<file path="config.mk">
export PLATFORM = sky130hd
export DESIGN_NAME = brmw_seq
export DESIGN_NICKNAME = d
export VERILOG_FILES = /design/src/rtl/brmw_pkg.sv /design/src/rtl/brmw_decode.sv /design/src/rtl/brmw_alu.sv /design/src/rtl/brmw_fsm.sv /design/src/rtl/brmw_seq.sv
export SDC_FILE = /design/constraint.sdc
export NUM_CORES = 1
export LEC_CHECK = 0
export BUFFER_PORTS_ARGS = -buffer_cell sky130_fd_sc_hd__buf_2
export CAP_MARGIN = 20
export CORE_MARGIN = 10
export CORE_UTILIZATION = 50
export CTS_CLUSTER_DIAMETER = 40
export CTS_CLUSTER_SIZE = 8
export DETAILED_ROUTE_END_ITERATION = 10
export GPL_TIMING_DRIVEN = 1
export HOLD_SLACK_MARGIN = 0.02
export PLACE_DENSITY = 0.81
export SKIP_LAST_GASP = 1
export SLEW_MARGIN = 20
export SYNTH_ARGS = -nofsm -noshare
export SYNTH_HDL_FRONTEND = slang
export SYNTH_SLANG_ARGS = --single-unit
export TNS_END_PERCENT = 5
</file>
<file path="constraint.sdc">
create_clock -name clk -period 3.15 [get_ports clk]
set_input_delay 0.4725 -clock clk [delete_from_list [all_inputs] [get_ports clk]]
set_output_delay 0.4725 -clock clk [all_outputs]
set_load 0.02 [all_outputs]
</file>
<file path="src/rtl/brmw_pkg.sv">
package brmw_pkg;

   typedef enum logic [2:0] {
      OP_NONE = 3'd0,
      OP_AND  = 3'd1,
      OP_OR   = 3'd2,
      OP_XOR  = 3'd3,
      OP_TST  = 3'd4,
      OP_TAS  = 3'd5
   } brmw_op_e;

   typedef enum logic [2:0] {
      ST_IDLE   = 3'd0,
      ST_READ   = 3'd1,
      ST_MODIFY = 3'd2,
      ST_WRITE  = 3'd3,
      ST_DONE   = 3'd4
   } brmw_state_e;

   localparam logic [7:0] HI_TST = 8'hCC;
   localparam logic [7:0] HI_AND = 8'hCD;
   localparam logic [7:0] HI_XOR = 8'hCE;
   localparam logic [7:0] HI_OR  = 8'hCF;
   localparam logic [3:0] TAS_TOP = 4'h4;
   localparam logic [7:0] TAS_LOW = 8'h1B;

endpackage

</file>
<file path="src/rtl/brmw_decode.sv">
module brmw_decode
   import brmw_pkg::*;
#(
   parameter int INSTR_W = 16
) (
   input  logic [INSTR_W-1:0] instr,
   output brmw_op_e           op
);

   localparam int HI_LSB = INSTR_W - 8;
   localparam int TOP_LSB = INSTR_W - 4;

   logic [7:0] hi_byte;
   logic [3:0] top_nib;
   logic [7:0] lo_byte;

   assign hi_byte = instr[INSTR_W-1:HI_LSB];
   assign top_nib = instr[INSTR_W-1:TOP_LSB];
   assign lo_byte = instr[7:0];

   always_comb begin
      op = OP_NONE;
      unique case (hi_byte)
         HI_AND:  op = OP_AND;
         HI_OR:   op = OP_OR;
         HI_XOR:  op = OP_XOR;
         HI_TST:  op = OP_TST;
         default: op = OP_NONE;
      endcase
      if (top_nib == TAS_TOP && lo_byte == TAS_LOW) begin
         op = OP_TAS;
      end
   end

endmodule

</file>
<file path="src/rtl/brmw_alu.sv">
module brmw_alu
   import brmw_pkg::*;
#(
   parameter int DATA_W  = 8,
   parameter int TAS_BIT = DATA_W - 1
) (
   input  brmw_op_e          op,
   input  logic [DATA_W-1:0] operand,
   input  logic [DATA_W-1:0] imm,
   output logic [DATA_W-1:0] result,
   output logic              t_flag
);

   logic sel_and, sel_or, sel_xor, sel_tas;

   assign sel_and = (op == OP_AND);
   assign sel_or  = (op == OP_OR);
   assign sel_xor = (op == OP_XOR);
   assign sel_tas = (op == OP_TAS);

   for (genvar b = 0; b < DATA_W; b++) begin : g_bit
      localparam bit IS_SET_BIT = (b == TAS_BIT);
      logic set_here;
      assign set_here = sel_tas & IS_SET_BIT;
      assign result[b] = sel_and  ? (operand[b] & imm[b]) :
                         sel_or   ? (operand[b] | imm[b]) :
                         sel_xor  ? (operand[b] ^ imm[b]) :
                         set_here ? 1'b1 : operand[b];
   end

   always_comb begin
      unique case (op)
         OP_TST:  t_flag = ~|(operand & imm);
         OP_TAS:  t_flag = ~|operand;
         default: t_flag = 1'b0;
      endcase
   end

endmodule

</file>
<file path="src/rtl/brmw_fsm.sv">
module brmw_fsm
   import brmw_pkg::*;
(
   input  logic clk,
   input  logic rst_n,
   input  logic start_ok,
   input  logic is_tst,
   input  logic is_tas,
   input  logic mem_ready,
   output logic accept,
   output logic rd_cap,
   output logic mod_en,
   output logic rd,
   output logic wr,
   output logic lock,
   output logic done
);

   brmw_state_e st, st_nxt;

   always_ff @(posedge clk) begin
      if (!rst_n) st <= ST_IDLE;
      else        st <= st_nxt;
   end

   always_comb begin
      st_nxt = st;
      unique case (st)
         ST_IDLE:   if (start_ok) st_nxt = ST_READ;
         ST_READ:   if (mem_ready) st_nxt = ST_MODIFY;
         ST_MODIFY: st_nxt = is_tst ? ST_DONE : ST_WRITE;
         ST_WRITE:  if (mem_ready) st_nxt = is_tas ? ST_DONE : ST_IDLE;
         ST_DONE:   st_nxt = ST_IDLE;
         default:   st_nxt = ST_IDLE;
      endcase
   end

   assign accept = (st == ST_IDLE) && start_ok;
   assign rd     = (st == ST_READ);
   assign wr     = (st == ST_WRITE);
   assign rd_cap = rd && mem_ready;
   assign mod_en = (st == ST_MODIFY);
   assign lock   = is_tas && (rd || mod_en || wr);
   assign done   = (wr && mem_ready && !is_tas) || (st == ST_DONE);

endmodule

</file>
<file path="src/rtl/brmw_seq.sv">
module brmw_seq
   import brmw_pkg::*;
#(
   parameter int ADDR_W  = 32,
   parameter int DATA_W  = 8,
   parameter int INSTR_W = 16
) (
   input  logic               clk,
   input  logic               rst_n,
   input  logic               start,
   input  logic [INSTR_W-1:0] instr,
   input  logic [ADDR_W-1:0]  r0,
   input  logic [ADDR_W-1:0]  gbr,
   input  logic [ADDR_W-1:0]  rn,
   input  logic [DATA_W-1:0]  mem_rdata,
   input  logic               mem_ready,
   output logic [ADDR_W-1:0]  mem_addr,
   output logic               mem_rd,
   output logic               mem_wr,
   output logic [DATA_W-1:0]  mem_wdata,
   output logic               mem_lock,
   output logic               done,
   output logic               t_we,
   output logic               t_val
);

   localparam int TAS_BIT = DATA_W - 1;

   if (INSTR_W != 16) begin : g_bad_instr
      $error("brmw_seq: INSTR_W must be 16");
   end
   if (DATA_W != 8) begin : g_bad_data
      $error("brmw_seq: DATA_W must be 8 to match the immediate field");
   end
   if (ADDR_W < 8) begin : g_bad_addr
      $error("brmw_seq: ADDR_W must be at least 8");
   end

   brmw_op_e          op_dec, op_q;
   logic [ADDR_W-1:0] addr_q;
   logic [DATA_W-1:0] imm_q, rdata_q, wdata_q, alu_res;
   logic              t_q, alu_t;
   logic              accept, rd_cap, mod_en, done_i;

   brmw_decode #(.INSTR_W(INSTR_W)) u_dec (
      .instr (instr),
      .op    (op_dec)
   );

   brmw_fsm u_fsm (
      .clk       (clk),
      .rst_n     (rst_n),
      .start_ok  (start && (op_dec != OP_NONE)),
      .is_tst    (op_q == OP_TST),
      .is_tas    (op_q == OP_TAS),
      .mem_ready (mem_ready),
      .accept    (accept),
      .rd_cap    (rd_cap),
      .mod_en    (mod_en),
      .rd        (mem_rd),
      .wr        (mem_wr),
      .lock      (mem_lock),
      .done      (done_i)
   );

   brmw_alu #(.DATA_W(DATA_W), .TAS_BIT(TAS_BIT)) u_alu (
      .op      (op_q),
      .operand (rdata_q),
      .imm     (imm_q),
      .result  (alu_res),
      .t_flag  (alu_t)
   );

   always_ff @(posedge clk) begin
      if (!rst_n) begin
         op_q    <= OP_NONE;
         addr_q  <= '0;
         imm_q   <= '0;
         rdata_q <= '0;
         wdata_q <= '0;
         t_q     <= 1'b0;
      end else begin
         if (accept) begin
            op_q   <= op_dec;
            imm_q  <= instr[DATA_W-1:0];
            addr_q <= (op_dec == OP_TAS) ? rn : (r0 + gbr);
         end
         if (rd_cap) rdata_q <= mem_rdata;
         if (mod_en) begin
            wdata_q <= alu_res;
            t_q     <= alu_t;
         end
      end
   end

   assign mem_addr  = addr_q;
   assign mem_wdata = wdata_q;
   assign done      = done_i;
   assign t_we      = done_i && ((op_q == OP_TST) || (op_q == OP_TAS));
   assign t_val     = t_we && t_q;

endmodule

</file>
# Word-level counts from Yosys, hierarchy flattened
# Index checks and enable logic that the tools add are counted.
dict set report totals {
  regBits 63
  latchBits 0
  ram_bits 0
  rom_bits 0
  input_bits 124
  output_inout_bits 46
  wordCells 108
  n_memories 0
}
dict set report classes {
  n_addsub 1
  multipliers 0
  div 0
  order_cmp 0
  eq_ne 19
  shift 0
  n_mux 35
  bitwise 25
  n_reduce_logical 21
}
# operator count
set op_table {}
lappend op_table {{32-bit adder} 1}
lappend op_table {{8-bit == test (second input constant)} 4}
lappend op_table {{32-bit 2-to-1 mux} 1}
lappend op_table {{1-bit 2-to-1 mux} 25}
lappend op_table {{3-bit case mux with 4 select lines} 2}
lappend op_table {{3-bit 2-to-1 mux} 6}
lappend op_table {{8-bit OR reduction} 2}
lappend op_table {{3-bit by 2-bit == test with 1-bit output (second input constant)} 4}
lappend op_table {{3-bit == test (second input constant)} 4}
lappend op_table {{1-bit logical AND} 9}
lappend op_table {{1-bit bitwise AND} 8}
lappend op_table {{8-bit bitwise AND} 1}
lappend op_table {{8-bit by 5-bit == test with 1-bit output (second input constant)} 1}
lappend op_table {{1-bit bitwise OR} 8}
lappend op_table {{1-bit bitwise XOR} 8}
lappend op_table {{3-bit by 1-bit == test with 1-bit output (second input constant)} 2}
lappend op_table {{4-bit by 3-bit == test with 1-bit output (second input constant)} 1}
lappend op_table {{1-bit logical OR} 4}
lappend op_table {{2-bit inequality test (second input constant)} 2}
lappend op_table {{1-bit zero test} 3}
lappend op_table {{3-bit zero test} 1}
lappend op_table {{3-bit AND reduction} 1}
lappend op_table {{3-bit nonzero test} 1}
lappend op_table {{2-bit by 1-bit inequality test with 1-bit output (second input constant)} 1}
lappend op_table {{1-bit case mux with 2 select lines} 1}

# Depth between registers and ports, before layout
# Gate-level depths: netlist of the first run.
dict set report depth {
  depth_word 7
  depth_mapped 10
  ltp_nobuf 10
}

# Cells and area by module
# Synthesis of the first run repeated with hierarchy kept, for this count alone.
dict set report hier_totals {
  cells_unflattened 681
  hier_area_um2 5322.6
}
# mod instances cells_per_inst area_per_inst_um2 seq_area_each_um2
set by_module_without_submodules {}
lappend by_module_without_submodules {brmw_seq 1 552 4361.7 1201.2}
lappend by_module_without_submodules {brmw_alu 1 88 614.3 0.0}
lappend by_module_without_submodules {brmw_fsm 1 30 259.0 60.1}
lappend by_module_without_submodules {brmw_decode 1 11 87.6 0.0}

# Least setup slack after synthesis of the first run
# No wires, ideal clock.
dict set report synth_path {
  path_kind {input port to flip-flop}
  startpoint {input port r0[0]}
  endpoint {register addr_q[12] (netlist: mem_addr[12])}
  setup_ns 0.115
  t_arrival_ns 2.579
  required_ns 3.035
  setup_slack_ns 0.456
  stages 9
  path_buffers 0
  path_cell_list {ha_1 -> fa_1 -> a21o_1 -> a31o_2 -> and3b_1 -> or3_1 -> a21oi_1 -> xor2_1 -> a2111oi_0}
}
dict set report synth_between {
  elab_chain_len 2
}
# item line
set synth_lines {}
lappend synth_lines {{start: declaration} brmw_seq.sv:12} ;# input logic [ADDR_W-1:0] r0,
lappend synth_lines {{32-bit adder} brmw_seq.sv:86} ;# addr_q <= (op_dec == OP_TAS) ? rn : (r0 + gbr);
lappend synth_lines {{32-bit 2-to-1 mux} brmw_seq.sv:86}
lappend synth_lines {{end signal: assignment} brmw_seq.sv:86}
lappend synth_lines {{end: declaration} brmw_seq.sv:40} ;# logic [ADDR_W-1:0] addr_q;
# Every way passes these cells.
# A chain may end at the register's enable or synchronous reset.

# Worst setup path in the final report of the first run
# Ends and elaborated chain as after synthesis.

==> results_dict.tcl, run 1 <==
set metrics [dict create \
    period_share_pct 82.8 \
    htreeDepth 3 \
    setup_viol 0 \
    synth_edf_count 0 \
    cp_slowest_stage_delay_ns 0.41 \
    hpwlAfterDp_um 13300 \
    finalNetCount 960 \
    synth_area_leaders "dfxtp_1, ha_1, nand2_1" \
    hold_violations 0 \
    avgSynthCellArea_um2 7.69 \
    use_met2_pct 38.4 \
    synthMuxAreaShare_pct 3.09 \
    grt_max_degree 52 \
    slew_headroom_pct 55.3 \
    tns_ns 0 \
    rows 35 \
    synth_xor_area_share_pct 5.04 \
    vdd.ir_drop.worst_mv 0.243 \
    setup.worst_path.start_class "input port" \
    grt_most_used_layer "met2" \
    area_growth_pct 24.8 \
    clock_latency_ns 0.35 \
    yosys_most_used_dff "dfxtp_1" \
    synth_cells 632 \
    synth-adder-area-share_pct 12.5 \
    clock-sinks 63 \
    vias 5441 \
    drc 0 \
    cp-startpoint "r0[0]" \
    max_freq_mhz 383 \
    synth_top_cell_by_area "dfxtp_1" \
    final_core_util_pct 64.7 \
    netlist_area_um2 4860 \
    dr.pass1.iters 7 \
    p_per_area_nw_per_um2 356 \
    root_buffer "clkbuf_8" \
    cts_tree "yes" \
    synth_top_family_by_area "compound AO/OA/AOI/OAI gates" \
    grt_util_met1_pct 25.5 \
    drive_gt1_share_pct 26.9 \
    p_switching_w 0.000672 \
    synth-warning-count 0 \
    antenna_left 0 \
    grt_pass1_wl_um 26500 \
    core-area_um2 9370 \
    cts_made_buffers 9 \
    required_ns 3.38 \
    grt_overflow 0 \
    met3_usage_pct 4.33 \
    syn_nets 804 \
    holdBufCountCts 0 \
    power_frac_comb_pct 24.5 \
    clk_path_buf_depth 2 \
    die_y_um 119 \
    p_int_w 0.00149 \
    status "finished clean" \
    fillCellCount 851 \
    ios 170 \
    dieArea_um2 14100 \
    path_clk_slew_ns 0.09 \
    hp-start "mem_rdata[5]" \
    cp_max_fo 3 \
    synth.distinct_cells 67 \
    first_global_vias 5535 \
    rsz0062_at_grt "false" \
    die_w_um 119 \
    totalWireLength_um 16400 \
    worst_slew_pin_slew_ns 0.670 \
    initial_core_util_pct 51.9 \
    crit_path_end_kind "register" \
    min_path_cells 3 \
    synth-compound-area-share_pct 25.5 \
    port_buffers 169 \
    p_seq_share_pct 37.3 \
    slew_viol_final 0 \
    hp-class "in -> reg" \
    drt_iter0_markers 378 \
    maxCapViolCount 0 \
    clock-skew-final_ns 0.00920 \
    antenna_found_initial 1 \
    synth-seq-cells 63 \
    ctsResizeCount 0 \
    post_drt_via_cell_ratio 5.89 \
    worstPathArrival_ns 2.84 \
    ys_seq_area_share_pct 25.9 \
    synth_top_cell_area_share_pct 25.9 \
    synth_simple_gate_area_share_pct 23.1 \
    clkPwrFrac_pct 38.2 \
    wire_per_inst_um 17.8 \
    worst_path_max_delay_cell "fa_1" \
    power.leakage_nw 2.71 \
    worstSetupPathType "in -> reg" \
    place_congestion 0.976 \
    track_usage_pct 22.1 \
    r2r-start "u_fsm.st[2]$_SDFFE_PN0P_" \
    path_cells "buf_2 -> ha_1 -> fa_1 -> a21o_1 -> a31o_2 -> and3b_1 -> or3_1 -> a21oi_1 -> xor2_1 -> a2111oi_0" \
    r2r_cells 6 \
    min_period_ns 2.61 \
    ys_async_sr_fraction_pct 0 \
    p_sw_share_pct 31.1 \
    cts_setup_buffers 0 \
]
[per-layer routing]
layer	vias to the layer above	wire (µm)	part of all wire [%]
li1	2624	-	-
met1	2521	6530	40
met2	250	8060	49
met3	46	1240	7.5
met4	0	553	3.4
met5	-	0	0
[worst max-delay path, delay by kind of cell]
kind	cells	cell delay [ns]
buf+inv	1	0.10
simple gates	2	0.49
fa+ha+maj	2	0.65
compound gates	4	1.03
xor+xnor	1	0.09
[sequential cells by signal (all words and copies together) (netlist names)]
name	cells
imm_q	8
op_q	3
mem_addr	32
mem_wdata	8
rdata_q	8
t_q	1
u_fsm.st	3
[path summary, 6_finish.rpt]
kind / endpoint / slack [ns]
max reg2reg: mem_addr[0]$_SDFFE_PN0P_ / 0.91
min reg2reg: t_q$_SDFFE_PN0N_ / 0.45
max: mem_addr[12]$_SDFFE_PN0P_ / 0.54
min: rdata_q[5]$_SDFFE_PN0P_ / 0.35
[placed cells by master, fill, tap and decap left out, drive strengths merged, types with 15 or more instances in the layout]
| cell | instances |
|---|---|
| nand3 | 20 |
| a21oi | 58 |
| dfxtp | 63 |
| xnor2 | 17 |
| o21ai | 28 |
| inv | 24 |
| mux2i | 15 |
| ha | 47 |
| nor2 | 54 |
| buf | 182 |
| nand2 | 94 |
[power groups by stage]
stage | clock, W | sequential, W | combinational (W)
2_1_floorplan | 0 | 0.000826 | 0.000348
3_3_place_gp | 0 | 0.000824 | 0.000510
3_5_place_dp | 0 | 0.000824 | 0.000517
4_1_cts | 0.000829 | 0.000805 | 0.000520
5_1_grt | 0.000867 | 0.000806 | 0.000583
6_report | 0.000826 | 0.000805 | 0.000528
[Yosys cell counts (2+ instances only)]
cell type and count:
a21o_1 13, nand3_1 20, a22oi_1 8, o21ai_1 3
nor2_1 54, mux2i_1 15, o21bai_1 2, and2_1 7
a2111oi_0 2, nor3_1 9, clkbuf_1 24, a21oi_1 57
nor4_1 7, nor3b_1 4, o2111ai_1 2, o22ai_1 2
nand4_1 7, buf_2 11, or3_1 3, o211ai_1 4
a41o_1 2, and3b_1 2, inv_1 21, nand2b_1 5
a31oi_1 12, dfxtp_1 63, nor3_2 2, nand2_1 94
ha_1 47, xor2_1 11, and3_1 9, o21a_1 2
and4_1 3, nor2b_1 8, o21ai_0 23, xnor2_1 17
o32ai_1 2, o221ai_1 9, a221oi_1 4, a311oi_1 12
o21ai_2 2, a211o_1 2, buf_1 2
[metrics by stage]
step                      instances  instance area, µm²  hold slack [ns]  total power (W)  worst slack, ns
after global placement          906                5840            0.436          0.00133            0.248
after detailed placement        906                5840            0.443          0.00134            0.188
final                           923                6070            0.354          0.00216            0.541
after CTS                       922                6060            0.353          0.00215            0.537
after global routing            923                6070            0.375          0.00226            0.292
after floorplan                 632                4860            0.427          0.00117            0.456
[kinds of logic (layout without fill, tap and decap cells)]
logic type / Yosys count / in the layout
DFF: 63 / 63
and+or+nand+nor: 240 / 240
buffers and inverters: 58 / 219
AOI/OAI and AO/OA: 180 / 180
adders and majority gates: 48 / 48
other: 0 / 1
muxes: 15 / 15
xor gates and xnor gates: 28 / 28
[cell type report]
class	instances	area, µm²	share of cell area (%)
clock inverter	7	103	1.69
antenna	1	2.50	0.0412
multi-input combinational	511	3380	55.7
sequential	63	1260	20.8
inverter	21	78.8	1.30
tap	129	161	2.66
timing repair buffer	182	956	15.8
clock buffer	9	124	2.04
No activity file was read; power rests on OpenSTA's default activity.
==> run 2, diff against run 1 <==
- clock period: 3.15 -> 2.5 ns (I/O delays scaled with it)
==> results_dict.tcl, run 2 (same netlist as run 1, synthesis figures left out) <==
set metrics [dict create \
    status "finished clean" \
    slew_viol_final 0 \
    drive_gt1_share_pct 30.9 \
    die_y_um 119 \
    fillCellCount 852 \
    required_ns 2.72 \
    root_buffer "clkbuf_8" \
    path_clk_slew_ns 0.08 \
    cts_tree "yes" \
    setup_viol 0 \
    largest_reg_flops 32 \
    worstPathArrival_ns 2.61 \
    clock-sinks 63 \
    grt_max_degree 52 \
    area_growth_pct 31.3 \
    wire_per_inst_um 18.0 \
    rows 35 \
    dr.pass1.iters 7 \
    period_share_pct 95.5 \
    p_int_w 0.00194 \
    place_congestion 0.935 \
    vias 5616 \
    min_period_ns 2.39 \
    cp_max_fo 3 \
    track_usage_pct 23.5 \
    path_cells "buf_2 -> ha_2 -> fa_2 -> a21o_1 -> a31o_2 -> and3b_1 -> or3_1 -> a21oi_2 -> xor2_1 -> a2111oi_0" \
    ff_latch_area_um2 1260 \
    post_drt_via_cell_ratio 5.83 \
    max_freq_mhz 419 \
    maxCapViolCount 0 \
    antenna-diode-count 0 \
    final_common_cell "buf_2" \
    worst_path_max_delay_cell "fa_2" \
    p_per_area_nw_per_um2 444 \
    cts_made_buffers 9 \
    tns_ns 0 \
    final_cell_mix "buf_2, nand2_1, dfxtp_1" \
    rrSetupSlack_ns 0.46 \
    grt_overflow 0 \
    r2r-start "u_fsm.st[2]$_SDFFE_PN0P_" \
    p_switching_w 0.000890 \
    setup.worst_path.start_class "input port" \
    drc 0 \
    antenna_left 0 \
    rsz0062_at_grt "false" \
    hold_violations 0 \
    clock-skew-final_ns 0.0134 \
    ctsResizeCount 0 \
    grt_pass1_wl_um 28100 \
    core-area_um2 9370 \
    holdBufCountCts 0 \
    hp-class "in -> reg" \
    cp_slowest_stage_delay_ns 0.36 \
    dieArea_um2 14100 \
    cts_setup_buffers 0 \
    drt_iter0_markers 376 \
    cp_top_family "compound AO/OA/AOI/OAI gates" \
    worstSetupPathType "in -> reg" \
    first_global_vias 5728 \
    vdd.ir_drop.worst_mv 0.230 \
    clock_latency_ns 0.35 \
    power_frac_comb_pct 27.3 \
    hp-start "mem_rdata[3]" \
    multi_input_area_um2 3390 \
    slew_headroom_pct 62.7 \
    initial_core_util_pct 51.9 \
    totalWireLength_um 17300 \
    worst_slew_pin_slew_ns 0.560 \
    ios 170 \
    power.leakage_nw 2.91 \
    clk_path_buf_depth 2 \
    htreeDepth 3 \
    clkPwrFrac_pct 36.9 \
    port_buffers 169 \
    finalNetCount 1001 \
    antenna_found_initial 0 \
    hpwlAfterDp_um 14100 \
    crit_path_end_kind "register" \
    p_sw_share_pct 31.4 \
    die_w_um 119 \
    hold_slack_ns 0.255 \
    crit_buf_inv 1 \
    cp-startpoint "r0[0]" \
    p_seq_share_pct 35.8 \
]
==> run 2: metrics by stage <==
stage          power [W]  utilization (%)  instances  worst slack [ns]  instance area, µm²
6_report         0.00283             68.1        963             0.114                6380
3_3_place_gp     0.00178             65.7        947            -0.156                6150
3_5_place_dp     0.00180             65.7        947            -0.196                6150
5_1_grt          0.00296             68.1        963          0.000246                6380
2_1_floorplan    0.00148                -        632            0.0135                4870
4_1_cts          0.00283             68.1        963             0.114                6380
==> run 2: per-layer routing <==
layer,part of all wire (%),global-route usage [%],routed length [µm],vias to the layer above
li1,-,-,-,2700
met1,41,27.5,7090,2625
met2,49,40.8,8570,250
met3,6.8,5.47,1180,41
met4,2.8,8.17,486,0
met5,0,0,0,-
==> run 2: power groups by stage <==
stage	registers, W	logic [W]	clock network [W]
after detailed placement	0.00104	0.000757	0
after CTS	0.00101	0.000761	0.00105
final	0.00102	0.000772	0.00105
after global routing	0.00102	0.000842	0.00110
after floorplan	0.00104	0.000441	0
after global placement	0.00104	0.000741	0
==> run 2: path summary, 6_finish.rpt <==
| path | endpoint | depth (start not counted) |
|---|---|---|
| worst max-delay path | mem_addr[12]$_SDFFE_PN0P_ | 10 |
| worst min-delay path | rdata_q[3]$_SDFFE_PN0P_ | 3 |
| worst max register to register | mem_addr[5]$_SDFFE_PN0P_ | 7 |
| worst min register to register | t_q$_SDFFE_PN0N_ | 2 |
==> run 2: layout make-up <==
| cell class | instances | share of cell area (%) |
|---|---|---|
| multi-input combinational | 511 | 53.1 |
| clock buffer | 9 | 1.94 |
| sequential | 63 | 19.8 |
| tap | 129 | 2.53 |
| timing repair buffer | 223 | 19.8 |
| clock inverter | 7 | 1.61 |
| inverter | 21 | 1.23 |
==> run 2: worst register-to-register path: cells and delay by family, from the launching register on <==
kind	cells	cell delay (ns)
and+or+nand+nor	3	0.65
buffers and inverters	2	0.47
AOI/OAI and AO/OA	2	0.44
DFF	1	0.40
==> run 3, diff against run 2 <==
- CELL_PAD_IN_SITES_DETAIL_PLACEMENT: default -> 1
- CELL_PAD_IN_SITES_GLOBAL_PLACEMENT: default -> 2
- CORE_UTILIZATION: 50 -> 28
- PLACE_DENSITY: 0.81 -> 0.82
==> results_dict.tcl, run 3 (same netlist as run 1, synthesis figures left out) <==
set metrics [dict create \
    slew_viol_final 0 \
    rrSetupSlack_ns 0.52 \
    dr.pass1.iters 4 \
    root_buffer "clkbuf_16" \
    port_buffers 169 \
    initial_core_util_pct 28.3 \
    setup_viol 0 \
    worstSetupPathType "in -> reg" \
    drive_gt1_share_pct 31.2 \
    maxCapViolCount 0 \
    tns_ns 0 \
    crit_path_end_kind "register" \
    final_cell_mix "buf_2, nand2_1, dfxtp_1" \
    rr_endpoint "mem_addr[16]$_SDFFE_PN0P_" \
    grt_most_used_layer "met2" \
    grt_pass1_wl_um 30600 \
    wire_per_inst_um 18.2 \
    hpwlAfterDp_um 16400 \
    period_share_pct 96.0 \
    clk_path_buf_depth 2 \
    vias 5487 \
    holdBufCountCts 0 \
    rows 48 \
    clock-skew-final_ns 0.00947 \
    die_w_um 152 \
    grt_overflow 0 \
    worstPathArrival_ns 2.62 \
    track_usage_pct 16.6 \
    worst_slew_pin_slew_ns 0.528 \
    antenna_found_initial 1 \
    min_path_cells 3 \
    vdd.ir_drop.worst_mv 0.363 \
    path_clk_slew_ns 0.05 \
    rsz0062_at_grt "true" \
    antenna_left 0 \
    clock-sinks 63 \
    area_growth_pct 35.8 \
    fillCellCount 2211 \
    dieArea_um2 23000 \
    min_period_ns 2.40 \
    holdPathEnd "rdata_q[5]$_SDFFE_PN0P_" \
    use_met2_pct 29.6 \
    p_per_area_nw_per_um2 456 \
    status "finished clean" \
    hp-class "in -> reg" \
    fin_area_um2 6600 \
    max_freq_mhz 417 \
    drc 0 \
    largest_reg_flops 32 \
    place_congestion 0.916 \
    setup.worst_path.start_class "input port" \
    htreeDepth 3 \
    core-area_um2 17200 \
    placed_area_um2 6320 \
    setup_slack_ns 0.101 \
    power.leakage_nw 2.97 \
    r2r-start "u_fsm.st[2]$_SDFFE_PN0P_" \
    cts_tree "yes" \
    grt_max_degree 46 \
    die_y_um 152 \
    finalNetCount 1007 \
    drt_iter0_markers 186 \
    cp_max_fo 3 \
    clock_latency_ns 0.33 \
    ios 170 \
    hp-start "mem_rdata[5]" \
    r2r_cells 6 \
    totalWireLength_um 19400 \
    post_drt_via_cell_ratio 5.15 \
    met3_usage_pct 2.97 \
    required_ns 2.72 \
    slew_headroom_pct 64.7 \
    final_common_cell "buf_2" \
    dp_slack_ns -0.241 \
    hold_violations 0 \
    cts_made_buffers 9 \
    first_global_vias 5836 \
    grt_util_met1_pct 19.6 \
]
## run 3: changes by cell type in the layout (fill, tap and decap cells not counted), sizes merged
cell and delta:
buf +6, clkinvlp -1, diode +1, bufinv -1
clkinv +3, inv -3, clkbuf +1
## run 3: through the flow
step | util (%) | power, W | hold WS [ns] | std cells
floorplan | - | 0.00148 | 0.427 | 632
global placement | 36.8 | 0.00182 | 0.439 | 1049
detailed placement | 36.8 | 0.00184 | 0.444 | 1049
CTS | 38.4 | 0.00304 | 0.284 | 1064
global route | 38.4 | 0.00317 | 0.296 | 1065
finish | 38.4 | 0.00301 | 0.289 | 1065
## run 3: repair_timing
item | 4_1_cts | 5_1_grt
buffers inserted | 0 | 0
resized for setup | 0 | 1
endpoints found under the setup margin | 0 | 3
## run 3: metal layers
layer	vias to the layer above	part of all wire, %
met4	0	1.9
met2	119	50
met3	23	4.4
met1	2637	43
met5	-	0
li1	2708	-
## run 3: where the power goes
part | internal, W | total, W | switching [W]
registers | 0.00101 | 0.00102 | 0.00000643
logic | 0.000379 | 0.000804 | 0.000426
clock network | 0.000757 | 0.00119 | 0.000434
## run 3: layout make-up
class,count,area (µm²),area share [%]
multi-input cells,511,3390,51.4
repair buffers,229,1310,19.8
flip-flops and latches,63,1260,19.1
well taps,225,282,4.26
clock buffers,10,229,3.47
inverters,21,78.8,1.19
clock inverters,5,50.0,0.758
diodes,1,2.50,0.0379
## run 3: worst max-delay path: stages
cell	delay (ns)
buf_2	0.10
ha_2	0.19
fa_2	0.36
a21o_1	0.22
a31o_2	0.27
and3b_1	0.19
or3_1	0.33
a21oi_2	0.16
xor2_1	0.08
a2111oi_0	0.34
## run 3: how the worst max path moves through the flow
stage,depth (start not counted),slack [ns],to,start
2_1_floorplan,9,0.01,mem_addr[12]$_SDFFE_PN0P_,r0[0]
6_report,10,0.10,mem_addr[12]$_SDFFE_PN0P_,r0[0]
5_1_grt,11,-0.03,mem_addr[30]$_SDFFE_PN0P_,r0[0]
3_5_place_dp,10,-0.24,mem_addr[12]$_SDFFE_PN0P_,r0[0]
4_1_cts,10,0.10,mem_addr[12]$_SDFFE_PN0P_,r0[0]
3_3_place_gp,10,-0.19,mem_addr[12]$_SDFFE_PN0P_,r0[0]
